$ cat config.mk
export PLATFORM = sky130hd
export DESIGN_NAME = vfd_scan
export DESIGN_NICKNAME = d
export VERILOG_FILES = /design/src/rtl/vfd_pkg.sv /design/src/rtl/vfd_ram.sv /design/src/rtl/vfd_timer.sv /design/src/rtl/vfd_drive.sv /design/src/rtl/vfd_scan.sv
export SDC_FILE = /design/constraint.sdc
export NUM_CORES = 1
export LEC_CHECK = 0
export BUFFER_PORTS_ARGS = -buffer_cell sky130_fd_sc_hd__buf_2
export CAP_MARGIN = 40
export CORE_MARGIN = 8
export CORE_UTILIZATION = 30
export CTS_BUF_LIST = sky130_fd_sc_hd__clkbuf_2 sky130_fd_sc_hd__clkbuf_4 sky130_fd_sc_hd__clkbuf_8
export CTS_CLUSTER_DIAMETER = 50
export DETAILED_ROUTE_END_ITERATION = 10
export PLACE_DENSITY = 0.52
export SYNTH_ARGS = -nofsm -noshare
export SYNTH_HDL_FRONTEND = slang
export SYNTH_HIERARCHICAL = 1
export SYNTH_SLANG_ARGS = --single-unit
$ cat constraint.sdc
create_clock -name clk -period 2 [get_ports clk]
set_input_delay 0.1 -clock clk [delete_from_list [all_inputs] [get_ports clk]]
set_output_delay 0.1 -clock clk [all_outputs]
set_load 0.01 [all_outputs]
$ cat src/rtl/vfd_pkg.sv
package vfd_pkg;
  localparam int NSEG_DED  = 11;
  localparam int NGRID_DED = 6;
  localparam int NSHARED   = 5;
  localparam int NDIG_MAX  = NGRID_DED + NSHARED;
  localparam int WORD_W    = NSEG_DED + NSHARED;
  localparam int BYTE_W    = WORD_W / 2;
  localparam int DIG_W     = $clog2(NDIG_MAX);
  localparam int ADDR_W    = DIG_W + 1;
  localparam int SW_W      = 4;
  localparam int MODE_W    = 3;
  localparam int MIN_GRIDS = 4;

  // grids in use for a mode value
  function automatic logic [DIG_W-1:0] grid_count(input logic [MODE_W-1:0] mode);
    return DIG_W'(mode) + DIG_W'(MIN_GRIDS);
  endfunction

  // shared pin k doubles as grid (NDIG_MAX - k) in 1-based numbering
  function automatic logic pin_is_grid(input logic [MODE_W-1:0] mode, input int k);
    return (int'(grid_count(mode)) + k) >= NDIG_MAX;
  endfunction

  // end (exclusive) of the grid on-window, in slot cycles
  function automatic int grid_on_end(input logic [2:0] dim, input int step);
    return (int'(dim) + 1) * step;
  endfunction
endpackage

$ cat src/rtl/vfd_ram.sv
module vfd_ram
  import vfd_pkg::*;
#(
  parameter int NWORDS = NDIG_MAX
) (
  input  logic              clk,
  input  logic              rst_n,
  input  logic              wr_en_i,
  input  logic [ADDR_W-1:0] wr_addr_i,
  input  logic [BYTE_W-1:0] wr_data_i,
  input  logic [DIG_W-1:0]  rd_digit_i,
  output logic [WORD_W-1:0] rd_word_o
);
  localparam int NBYTES = 2 * NWORDS;

  logic [BYTE_W-1:0] bytes_q [NBYTES];
  logic              wr_ok;
  logic [ADDR_W-1:0] lo_idx, hi_idx;

  assign wr_ok  = wr_en_i && (wr_addr_i < ADDR_W'(NBYTES));
  assign lo_idx = {rd_digit_i, 1'b0};
  assign hi_idx = {rd_digit_i, 1'b1};

  always_ff @(posedge clk or negedge rst_n) begin
    if (!rst_n) begin
      for (int i = 0; i < NBYTES; i++) bytes_q[i] <= '0;
    end else if (wr_ok) begin
      bytes_q[wr_addr_i] <= wr_data_i;
    end
  end

  always_comb begin
    rd_word_o = '0;
    if (rd_digit_i < DIG_W'(NWORDS)) rd_word_o = {bytes_q[hi_idx], bytes_q[lo_idx]};
  end

  // an accepted byte is stored by the next cycle
  assert_write_lands_R10: assert property (@(posedge clk) disable iff (!rst_n)
    wr_ok |=> (bytes_q[$past(wr_addr_i)] == $past(wr_data_i)));
endmodule

$ cat src/rtl/vfd_timer.sv
module vfd_timer
  import vfd_pkg::*;
#(
  parameter int SLOT_CYCLES = 64,
  localparam int SLOT_W = $clog2(SLOT_CYCLES)
) (
  input  logic              clk,
  input  logic              rst_n,
  input  logic [MODE_W-1:0] mode_i,
  input  logic [SW_W-1:0]   sw_i,
  output logic [SLOT_W-1:0] slot_o,
  output logic [DIG_W-1:0]  digit_o,
  output logic              frame_end_o,
  output logic [SW_W-1:0]   sw_latched_o
);
  logic [SLOT_W-1:0] slot_q;
  logic [DIG_W-1:0]  digit_q;
  logic [SW_W-1:0]   sw_q;
  logic              slot_last, digit_last;

  assign slot_last   = (slot_q == SLOT_W'(SLOT_CYCLES - 1));
  assign digit_last  = (digit_q >= grid_count(mode_i) - DIG_W'(1));
  assign frame_end_o = slot_last && digit_last;

  always_ff @(posedge clk or negedge rst_n) begin
    if (!rst_n) begin
      slot_q  <= '0;
      digit_q <= '0;
      sw_q    <= '0;
    end else if (slot_last) begin
      slot_q <= '0;
      if (digit_last) begin
        digit_q <= '0;
        sw_q    <= sw_i;
      end else begin
        digit_q <= digit_q + DIG_W'(1);
      end
    end else begin
      slot_q <= slot_q + SLOT_W'(1);
    end
  end

  assign slot_o       = slot_q;
  assign digit_o      = digit_q;
  assign sw_latched_o = sw_q;

  // a frame end restarts the scan at digit 0, cycle 0
  assert_frame_wraps_R3: assert property (@(posedge clk) disable iff (!rst_n)
    frame_end_o |=> (digit_q == '0) && (slot_q == '0));
  // a slot end inside a frame moves to the next digit
  assert_digit_steps_R3: assert property (@(posedge clk) disable iff (!rst_n)
    (slot_last && !frame_end_o) |=> (digit_q == $past(digit_q) + DIG_W'(1)));
  // switches are captured at the frame end
  assert_sw_capture_R9: assert property (@(posedge clk) disable iff (!rst_n)
    frame_end_o |=> (sw_q == $past(sw_i)));
  // and held otherwise
  assert_sw_hold_R9: assert property (@(posedge clk) disable iff (!rst_n)
    !frame_end_o |=> $stable(sw_q));
endmodule

$ cat src/rtl/vfd_drive.sv
module vfd_drive
  import vfd_pkg::*;
#(
  parameter int SLOT_CYCLES = 64,
  parameter int DEAD_CYCLES = 2,
  localparam int SLOT_W = $clog2(SLOT_CYCLES),
  localparam int STEP   = SLOT_CYCLES / 8
) (
  input  logic                 clk,
  input  logic                 rst_n,
  input  logic                 en_i,
  input  logic [MODE_W-1:0]    mode_i,
  input  logic [2:0]           dim_i,
  input  logic [SLOT_W-1:0]    slot_i,
  input  logic [DIG_W-1:0]     digit_i,
  input  logic [WORD_W-1:0]    word_i,
  output logic [NSEG_DED-1:0]  seg_o,
  output logic [NGRID_DED-1:0] grid_o,
  output logic [NSHARED-1:0]   shared_o
);
  logic              seg_window, grid_window;
  logic [SLOT_W:0]   grid_end;
  logic [NSHARED-1:0] pin_grid;

  assign grid_end    = (SLOT_W + 1)'(grid_on_end(dim_i, STEP));
  assign seg_window  = en_i && (slot_i >= SLOT_W'(DEAD_CYCLES));
  assign grid_window = seg_window && ({1'b0, slot_i} < grid_end);
  assign seg_o       = seg_window ? word_i[NSEG_DED-1:0] : '0;

  for (genvar j = 0; j < NGRID_DED; j++) begin : g_grid
    assign grid_o[j] = grid_window && (digit_i == DIG_W'(j));
  end

  for (genvar k = 0; k < NSHARED; k++) begin : g_shared
    localparam int GIDX = NDIG_MAX - 1 - k;
    assign pin_grid[k] = pin_is_grid(mode_i, k);
    assign shared_o[k] = pin_grid[k] ? (grid_window && (digit_i == DIG_W'(GIDX)))
                                     : (seg_window && word_i[NSEG_DED + k]);
    // a shared grid pin never shows RAM content
    assert_grid_pin_ignores_ram_R7: assert property (@(posedge clk) disable iff (!rst_n)
      (pin_grid[k] && (digit_i != DIG_W'(GIDX))) |-> !shared_o[k]);
  end

  // never more than one grid lit
  assert_single_grid_R4: assert property (@(posedge clk) disable iff (!rst_n)
    $onehot0({shared_o & pin_grid, grid_o}));
  // lit grid lies inside the dim window
  assert_dim_window_R5: assert property (@(posedge clk) disable iff (!rst_n)
    ((|grid_o) || (|(shared_o & pin_grid))) |->
      ((int'(slot_i) >= DEAD_CYCLES) && (int'(slot_i) < (int'(dim_i) + 1) * STEP)));
  // blanking gap at the slot start
  assert_dead_blank_R6: assert property (@(posedge clk) disable iff (!rst_n)
    (int'(slot_i) < DEAD_CYCLES) |-> ((seg_o == '0) && ((shared_o & ~pin_grid) == '0)));
  // disabled display is dark
  assert_disable_dark_R8: assert property (@(posedge clk) disable iff (!rst_n)
    !en_i |-> ((seg_o == '0) && (grid_o == '0) && (shared_o == '0)));
endmodule

$ cat src/rtl/vfd_scan.sv
module vfd_scan
  import vfd_pkg::*;
#(
  parameter int SLOT_CYCLES = 64,
  parameter int DEAD_CYCLES = 2
) (
  input  logic                 clk,
  input  logic                 rst_n,
  input  logic                 disp_en_i,
  input  logic [MODE_W-1:0]    mode_i,
  input  logic [2:0]           dim_i,
  input  logic                 wr_en_i,
  input  logic [ADDR_W-1:0]    wr_addr_i,
  input  logic [BYTE_W-1:0]    wr_data_i,
  input  logic [SW_W-1:0]      sw_i,
  output logic [NSEG_DED-1:0]  seg_o,
  output logic [NGRID_DED-1:0] grid_o,
  output logic [NSHARED-1:0]   shared_o,
  output logic                 frame_end_o,
  output logic [SW_W-1:0]      sw_latched_o
);
  localparam int SLOT_W = $clog2(SLOT_CYCLES);

  logic [SLOT_W-1:0] slot;
  logic [DIG_W-1:0]  digit;
  logic [WORD_W-1:0] word;

  vfd_ram #(.NWORDS(NDIG_MAX)) u_ram (
    .clk(clk), .rst_n(rst_n), .wr_en_i(wr_en_i), .wr_addr_i(wr_addr_i),
    .wr_data_i(wr_data_i), .rd_digit_i(digit), .rd_word_o(word)
  );

  vfd_timer #(.SLOT_CYCLES(SLOT_CYCLES)) u_timer (
    .clk(clk), .rst_n(rst_n), .mode_i(mode_i), .sw_i(sw_i), .slot_o(slot),
    .digit_o(digit), .frame_end_o(frame_end_o), .sw_latched_o(sw_latched_o)
  );

  vfd_drive #(.SLOT_CYCLES(SLOT_CYCLES), .DEAD_CYCLES(DEAD_CYCLES)) u_drive (
    .clk(clk), .rst_n(rst_n), .en_i(disp_en_i), .mode_i(mode_i), .dim_i(dim_i),
    .slot_i(slot), .digit_i(digit), .word_i(word), .seg_o(seg_o), .grid_o(grid_o),
    .shared_o(shared_o)
  );
endmodule

## Word-level counts from Yosys, hierarchy flattened

Index checks and enable logic that the tools add are counted.

- $add $sub $neg: 9
- $lt $le $gt $ge: 14
- Equality and inequality tests: 11
- Mux-type cells: 18
- Bitwise logic cells: 3
- Reduce and logical (&&, ||, !) cells: 23

Operator list:

| kind | count |
|---|---|
| bitwise mux 176 bit | 1 |
| >= comparator 32 x 5 -> 1 bit, second input constant | 4 |
| binary-select mux 8 bit (select 5 bit) | 2 |
| demux 8 bit (select 5 bit) | 1 |
| 2-to-1 mux 8 bit | 5 |
| logical AND 1 bit | 21 |
| >= comparator 6 bit, second input constant | 3 |
| NOT 5 -> 6 bit | 3 |
| equality test 4 x 3 -> 1 bit, second input constant | 4 |
| 2-to-1 mux 16 bit | 1 |
| equality test 4 bit, second input constant | 3 |
| 2-to-1 mux 11 bit | 1 |
| adder 4 x 2 -> 5 bit, second input constant | 2 |
| equality test 4 x 2 -> 1 bit, second input constant | 2 |
| less-than comparator 6 x 7 -> 1 bit | 1 |
| adder 6 x 1 -> 6 bit, second input constant | 1 |
| equality test 6 bit, second input constant | 1 |
| >= comparator 6 x 2 -> 1 bit, second input constant | 1 |
| less-than comparator 6 x 1 -> 1 bit, second input constant | 1 |
| 2-to-1 mux 6 bit | 1 |
| adder 4 x 1 -> 5 bit, second input constant | 1 |
| adder 4 x 3 -> 5 bit, second input constant | 1 |
| less-than comparator 5 bit, second input constant | 1 |
| 2-to-1 mux 1 bit | 5 |
| other kinds (11) | 11 |

- Register bits after elaboration: 190
- Bits of input ports: 27
- Output and inout bits: 27
- Logic and storage cells: 103

## Depth between registers and ports, before layout

Gate-level depths: netlist (run 1).

- Depth after elaboration: 7
- Gate-level depth with buffers: 8
- Mapped depth without buffers: 8

## Cells and area by module

The synthesis (run 1) kept the hierarchy.

Modules (own cells, without submodules):

| module | times used | cells an instance | area an instance (µm²) | seq. area each (µm²) |
|---|---|---|---|---|
| vfd_ram | 1 | 564 | 8241.7 | 4404.2 |
| vfd_timer | 1 | 67 | 738.2 | 350.3 |
| vfd_drive | 1 | 74 | 581.8 | 0.0 |

## Worst setup path before layout (run 1)

OpenSTA, ideal clock, no wires.

- Path kind: register -> output
- Start point: register u_timer.digit_q[0], in the netlist u_timer/digit_o[0]
- End point: output shared_o[4]
- Data arrival time: 1971 ps
- Required time: 1900 ps
- Path slack: -71 ps
- Cell stages (with the launch flop): 6
- Buffers on the path: 1
- Cells stage by stage: dfrtp_1 -> buf_2 -> mux4_2 -> nand2b_1 -> a22o_1 -> a32o_1

- Word-level cells in the longest chain between the ends: 7

Ends and longest elaborated chain:

| what | line | text |
|---|---|---|
| start, declared | vfd_timer.sv:17 | `logic [DIG_W-1:0] digit_q;` |
| start signal, assigned | vfd_timer.sv:36 | `digit_q <= digit_q + DIG_W'(1);` |
| NOT 5 -> 6 bit (not written as such) | vfd_ram.sv:34 | `if (rd_digit_i < DIG_W'(NWORDS)) rd_word_o = {bytes_q[hi_idx], bytes_q[lo_idx]};` |
| binary-select mux 8 bit (select 5 bit) | vfd_ram.sv:34 |  |
| 2-to-1 mux 8 bit (not written as such) (2 in a row) | vfd_ram.sv:34 |  |
| 2-to-1 mux 16 bit (*) | vfd_ram.sv:34 |  |
| via word[15] | vfd_scan.sv:26 | `logic [WORD_W-1:0] word;` |
| logical AND 1 bit (*) | vfd_drive.sv:38 | `: (seg_window && word_i[NSEG_DED + k]);` |
| 2-to-1 mux 1 bit (*) | vfd_drive.sv:37 | `assign shared_o[k] = pin_grid[k] ? (grid_window && (digit_i == DIG_W'(GIDX)))` |
| end, declared | vfd_scan.sv:18 | `output logic [NSHARED-1:0] shared_o,` |

The timed path passes the listed nets; every way through them passes the cells marked *. The select of a mux whose other input is x is not followed.

## Final worst setup path (run 1)

- Start point: register u_timer.digit_q[0], in the netlist u_timer/digit_o[0]
- End point: output seg_o[7]

- Word-level cells in the longest chain between the ends: 6

Ends and longest elaborated chain:

| what | line | text |
|---|---|---|
| NOT 5 -> 6 bit (not written as such) | vfd_ram.sv:34 |  |
| binary-select mux 8 bit (select 5 bit) | vfd_ram.sv:34 |  |
| 2-to-1 mux 8 bit (not written as such) (2 in a row) | vfd_ram.sv:34 |  |
| 2-to-1 mux 16 bit (*) | vfd_ram.sv:34 |  |
| via word[7] | vfd_scan.sv:26 |  |
| 2-to-1 mux 11 bit (*) | vfd_drive.sv:28 | `assign seg_o = seg_window ? word_i[NSEG_DED-1:0] : '0;` |
| end, declared | vfd_scan.sv:16 | `output logic [NSEG_DED-1:0] seg_o,` |

Marks and branches as above.

==> metrics.txt, run 1 <==
outcome=finished, violations left; failing checks=setup timing; post-route minimum period=2.51 ns; final setup violation count=23; crit path kind=reg -> out; Syn Area/Cell=between 10 and 15 um^2; Starting Density=0.304; maximum root-to-sink buffer count=2; Synth Flop Type=dfrtp_1; Synth area leader=dfrtp_1; sequential area share after synthesis=0.497; Clock Tree Root=clkbuf_8; Post-synth EDFFs=0; share of layout cells above drive strength 1=0.511; core area=0.0315 mm^2; CTS tree=done; area of the die=0.0378 mm^2; ANT nets after route=0; Die Span X=195 um; crit path from=u_timer/digit_o[0]; area grow syn2layout=21.7%; row cnt=65; drt via density=5.04; diode count=0; largest cells by area after synthesis=dfrtp_1 (50%), mux2_2 (21%), mux2i_1 (5.0%); Pre-antenna DRT Iters=4; Yosys reg bits=between 150 and 200; TritonCTS Sinks=190; crit-path cells=buf_12 > buf_12 > mux4_2 > nand2b_4 > a22o_1 > and2_4 > buf_6; unrepaired setup endpoints after global routing=true; Setup TNS=-9.25 ns; commonest non-fill, non-tap cell in the layout=dfrtp_1; PortBufs=53; gr usage total=0.129; crit path DAT=around 2.4 ns; residual overflow from global routing=0; DR WL/cell=20.3 um; post-layout util=0.370; top cell type's share of synthesized area=0.497; HP Class=in -> async; Max VDD drop=0.000381 V; Unique masters post-synth=58; final worst path period share=1.25; Critical Path End Type=primary output; Die Y=195 um; crit-path max cell delay=0.54 ns; hpwl dp=15900 um; gp weighted congestion=0.755; H-tree Lvls=4; maxcap violations=0; Worst-path clk slew=0.11 ns; Pwr Density=777 mW/mm^2; Async S/R FF share, synth=1.00; Final nets=844; most frequent cells in the layout=dfrtp_1 (186), mux2_2 (176), mux2i_1 (48), buf_2 (45), buf_4 (39); worst slew pin tran=about 0.73 ns; cell repeated most along the worst path=buf_12; drt total wl=24500 um; initial antenna violation count=5; dpl ws=-0.218 ns; Leak Pwr=5.65 nW; global-route wire length before repair=38600 um; post-route setup slack=-0.509 ns; 1st-iter DRT viols=313; Remaining DRCs=0; WP data required=between 1.5 and 2 ns; CP Max Fanout=7; DR vias=6092; Critical-path top delay cell=mux4_2; largest net degree at the start of global routing=56; maximum clock rate=roughly 400 MHz; cells after synthesis=roughly 700; Num CTS Buffers=17; critical path launch point type=flip-flop; vias in the first global route=6415; I/O pin cnt=54; Ys Warns=6; reg2reg start=u_timer/digit_o[0]; relative slew slack=0.513; max-slew violation count=0; Synth Cell Area=0.00956 mm^2; clk_lat worst skew=around 0.47 ns; syn_nets=754; Final Hold Viols=0; Clock Skews=0.00988 ns
where the power goes:
group	internal [mW]	switching (mW)
logic	0.909	0.621
registers	4.53	0.331
clock network	1.15	1.50
layer usage:
| metal | global-route usage | share of wire | wire length, um |
|---|---|---|---|
| met5 | 0 | 0.0024 | 60 |
| met4 | 0.0339 | 0.017 | 412 |
| met1 | 0.172 | 0.48 | 11600 |
| met3 | 0.0356 | 0.045 | 1090 |
| met2 | 0.204 | 0.46 | 11300 |
final timing paths:
check | depth (start not counted) | end | slack (ns)
max in group asynchronous | 3 | u_ram/bytes_q[109] | 1.10
setup reg to reg | 10 | u_timer/sw_latched_o[3] | 0.01
hold / removal | 2 | u_ram/bytes_q[6] | 0.17
hold reg to reg | 1 | u_ram/bytes_q[46] | 0.51
setup / recovery | 7 | seg_o[7] | -0.51
min in group clk | 2 | u_ram/bytes_q[127] | 0.24
flip-flops by register name, indices dropped and copies added, names as in the netlist:
register,count
u_ram/bytes_q,176
u_timer/slot_o,6
u_timer/digit_o,4
u_timer/sw_latched_o,4
cell families after synthesis:
logic type | Yosys count | share of synthesized area
buf+inv | 58 | 0.0288
simple gates | 108 | 0.0720
xor+xnor | 6 | 0.00550
mux | 244 | 0.301
flops | 190 | 0.497
fa+ha+maj | 22 | 0.0288
compound gates | 77 | 0.0662
worst max-delay path, delay by kind of cell (launching register included):
| family | cells | cell delay (ns) |
|---|---|---|
| multiplexers | 1 | 0.54 |
| AO/OA/AOI/OAI | 1 | 0.21 |
| buffers and inverters | 3 | 0.41 |
| flip-flops | 1 | 0.47 |
| AND/OR/NAND/NOR | 2 | 0.31 |
synthesized netlist by cell type (2+ instances only):
cell type  number
nor2_1          9
buf_6           3
dfrtp_1       190
mux2i_1        48
nand3b_1        2
a211oi_1        2
a22o_1         16
xnor2_1         3
nand2b_1       21
nand3_1        12
or4_1           2
ha_1           22
clkbuf_1       24
buf_4           4
nor3_1          2
o21ai_0         7
a21oi_1         6
a221oi_1       17
buf_2          16
inv_1          10
mux2_4          4
mux2_2        176
mux4_2         16
o31ai_1         3
o2bb2ai_1      16
and3_1          5
and2_1         11
xor2_1          3
nor2b_1         8
nor2_2          2
nand2_1        18
what timing repair did:
| item | CTS | global route |
|---|---|---|
| pin swaps | 9 | 23 |
| hold endpoints to repair | 55 | 0 |
| resized for setup | 29 | 60 |
| buffers inserted | 4 | 2 |
| hold buffers | 5 | 0 |
| cloned | 1 | 3 |
| setup endpoints to repair | 28 | 29 |
metrics by stage:
step | hold WS [ns] | area [um^2] | total power, mW | std cells
6_report | 0.169 | 11600 | 9.04 | 1209
5_1_grt | 0.181 | 11600 | 9.54 | 1209
4_1_cts | 0.164 | 11300 | 9.06 | 1205
3_5_place_dp | 0.112 | 10600 | 6.32 | 1164
3_3_place_gp | 0.115 | 10600 | 6.27 | 1163
2_1_floorplan | -0.196 | 9560 | 5.86 | 705
cell type report:
class                           count  area (um^2)
Clock inverter                     14          171
Inverter                           10         45.0
Clock buffer                       17          234
Sequential cell                   190         4760
Fill cell                        2994        19800
Multi-Input combinational cell    457         4890
Timing Repair Buffer              119         1030
Tap cell                          402          503
Power figures use the tool's default switching activity.
==> run 2: changes to the inputs <==
--- a/config.mk
+++ b/config.mk
@@ -12,7 +12,7 @@
 export CTS_BUF_LIST = sky130_fd_sc_hd__clkbuf_2 sky130_fd_sc_hd__clkbuf_4 sky130_fd_sc_hd__clkbuf_8
 export CTS_CLUSTER_DIAMETER = 50
 export DETAILED_ROUTE_END_ITERATION = 10
-export PLACE_DENSITY = 0.52
+export PLACE_DENSITY = 0.5
 export SYNTH_ARGS = -nofsm -noshare
 export SYNTH_HDL_FRONTEND = slang
 export SYNTH_HIERARCHICAL = 1
==> constraint.sdc (replaced) <==
create_clock -name clk -period 2.93 [get_ports clk]
set_input_delay 0.1465 -clock clk [delete_from_list [all_inputs] [get_ports clk]]
set_output_delay 0.1465 -clock clk [all_outputs]
set_load 0.01 [all_outputs]
==> run 2 against run 1 <==
  * The run now ends clean
  * Sequential power decreased by 32%
  * First-iteration DRC count is 8.3% lower
  * Utilization decreased by 2.7 points
  * Critical endpoint is now shared_o[2]
==> metrics.txt, run 2 (same netlist as run 1, synthesis figures left out) <==
met2 WL post-DR=11600 um; drt total wl=24100 um; post-route minimum period=2.70 ns; maximum root-to-sink buffer count=2; Clock Tree Root=clkbuf_8; initial antenna violation count=4; Final Hold Viols=0; CTS tree=done; max-slew violation count=0; Critical Path End Type=primary output; Final nets=804; Pwr Density=between 500 and 600 mW/mm^2; final worst path period share=0.923; HP Class=in -> async; Leak Pwr=roughly 5.2 nW; largest net degree at the start of global routing=79; clock network power share=0.290; crit-path max cell delay=around 0.54 ns; final setup violation count=0; DR vias=5910; maximum clock rate=370 MHz; dpl ws=0.465 ns; hpwl dp=15900 um; area of the die=0.0378 mm^2; maxcap violations=0; Num CTS Buffers=17; PortBufs=53; CP Max Fanout=6; diode count=0; critical path launch point type=flip-flop; WP data required=~2.8 ns; TritonCTS Sinks=190; unrepaired setup endpoints after global routing=false; Setup TNS=0 ns; gr usage total=0.129; Sequential Power Share=0.554; crit path DAT=2.56 ns; Die Span X=195 um; I/O pin cnt=54; crit path kind=reg -> out; H-tree Lvls=4; commonest non-fill, non-tap cell in the layout=dfrtp_1; max FFs per register=176; gp weighted congestion=0.734; switching power=1.68 mW; M1 wire length=11100 um; Pre-antenna DRT Iters=5; outcome=completed; drt via density=5.05; Max VDD drop=approximately 0.00023 V; residual overflow from global routing=0; 1st-iter DRT viols=287; most frequent cells in the layout=dfrtp_1 (188), mux2_2 (176), buf_2 (52), mux2i_1 (48), ha_1 (22); share of layout cells above drive strength 1=0.417; Critical-path top delay cell=or4b_4; crit-path cells=ha_1 > a21oi_1 > a32oi_1 > or4b_4 > o41ai_2 > buf_2; area grow syn2layout=12.8%; clk_lat worst skew=roughly 0.47 ns; worst slew pin tran=0.794 ns; Starting Density=0.304; Clock Skews=a little over 0.007 ns; Worst-path clk slew=between 0.1 and 0.15 ns; DR WL/cell=20.6 um; core area=0.0315 mm^2; ANT nets after route=0; Biggest register=u_ram/bytes_q; global-route wire length before repair=38300 um; reg2reg start=u_timer/digit_o[0]; post-route setup slack=0.226 ns; uppermost layer routed=met5; row cnt=65; relative slew slack=0.471; met3 wire length=1100 um; crit path from=u_timer/slot_o[5]; Logic pwr share=0.155; switch share=0.280; Remaining DRCs=0; Internal=4.31 mW; vias in the first global route=6371; Die Y=195 um
## run 2: changes by cell type in the layout (fill, tap and decap cells not counted), sizes merged
cell | before | now
buf | 110 | 73
bufinv | 2 | 0
clkbuf | 21 | 19
clkinv | 4 | 5
inv | 17 | 18
## run 2: what timing repair did
action,4_1_cts,5_1_grt
hold buffers,5,0
endpoints found under the hold margin,78,0
endpoints found under the setup margin,9,6
gates resized for setup,0,0
setup buffers,1,1
## run 2: metal layers
metal | vias to the layer above | GRT usage
li1 | 2710 | -
met4 | 8 | 0.0308
met2 | 100 | 0.213
met1 | 3069 | 0.167
met3 | 23 | 0.0323
met5 | - | 0
## run 2: worst paths after layout
path	to	slack [ns]	cells past startpoint
setup / recovery	shared_o[2]	0.23	6
max in group asynchronous	u_ram/bytes_q[157]	1.79	3
setup reg to reg	u_timer/sw_latched_o[2]	0.72	8
min in group clk	u_ram/bytes_q[40]	0.28	2
hold reg to reg	u_ram/bytes_q[131]	0.51	1
hold / removal	u_ram/bytes_q[38]	0.27	2
## run 2: cell type report
class	instances	area [um^2]
Inverter	10	37.5
Clock inverter	14	164
Tap cell	402	503
Multi-Input combinational cell	457	4540
Fill cell	3060	20700
Clock buffer	18	248
Sequential cell	190	4760
Timing Repair Buffer	79	534
## run 2: power by group through the flow
| stage | Clock [mW] | Sequential [mW] | Combinational, mW |
|---|---|---|---|
| after floorplan | 0 | 3.30 | 0.701 |
| after global placement | 0 | 3.37 | 0.915 |
| after detailed placement | 0 | 3.37 | 0.939 |
| after CTS | 1.81 | 3.32 | 0.946 |
| after global routing | 1.93 | 3.38 | 1.03 |
| final | 1.74 | 3.32 | 0.930 |
## run 2: stage by stage
stage                     hold WS (ns)  utilization  total power [mW]  cell area [um^2]  std cells
after floorplan                 -0.149            -              4.00              9560        705
after global placement           0.245        0.326              4.28             10300       1131
after detailed placement         0.247        0.326              4.31             10300       1131
after CTS                        0.251        0.342              6.08             10800       1169
after global routing             0.259        0.343              6.34             10800       1170
final                            0.272        0.343              5.98             10800       1170
## run 2: critical path, delay by kind of cell (launching register included)
| kind | cells | cell delay [ns] |
|---|---|---|
| buf+inv | 1 | 0.18 |
| fa+ha+maj | 1 | 0.34 |
| flops | 1 | 0.45 |
| compound gates | 3 | 0.58 |
| simple gates | 1 | 0.54 |
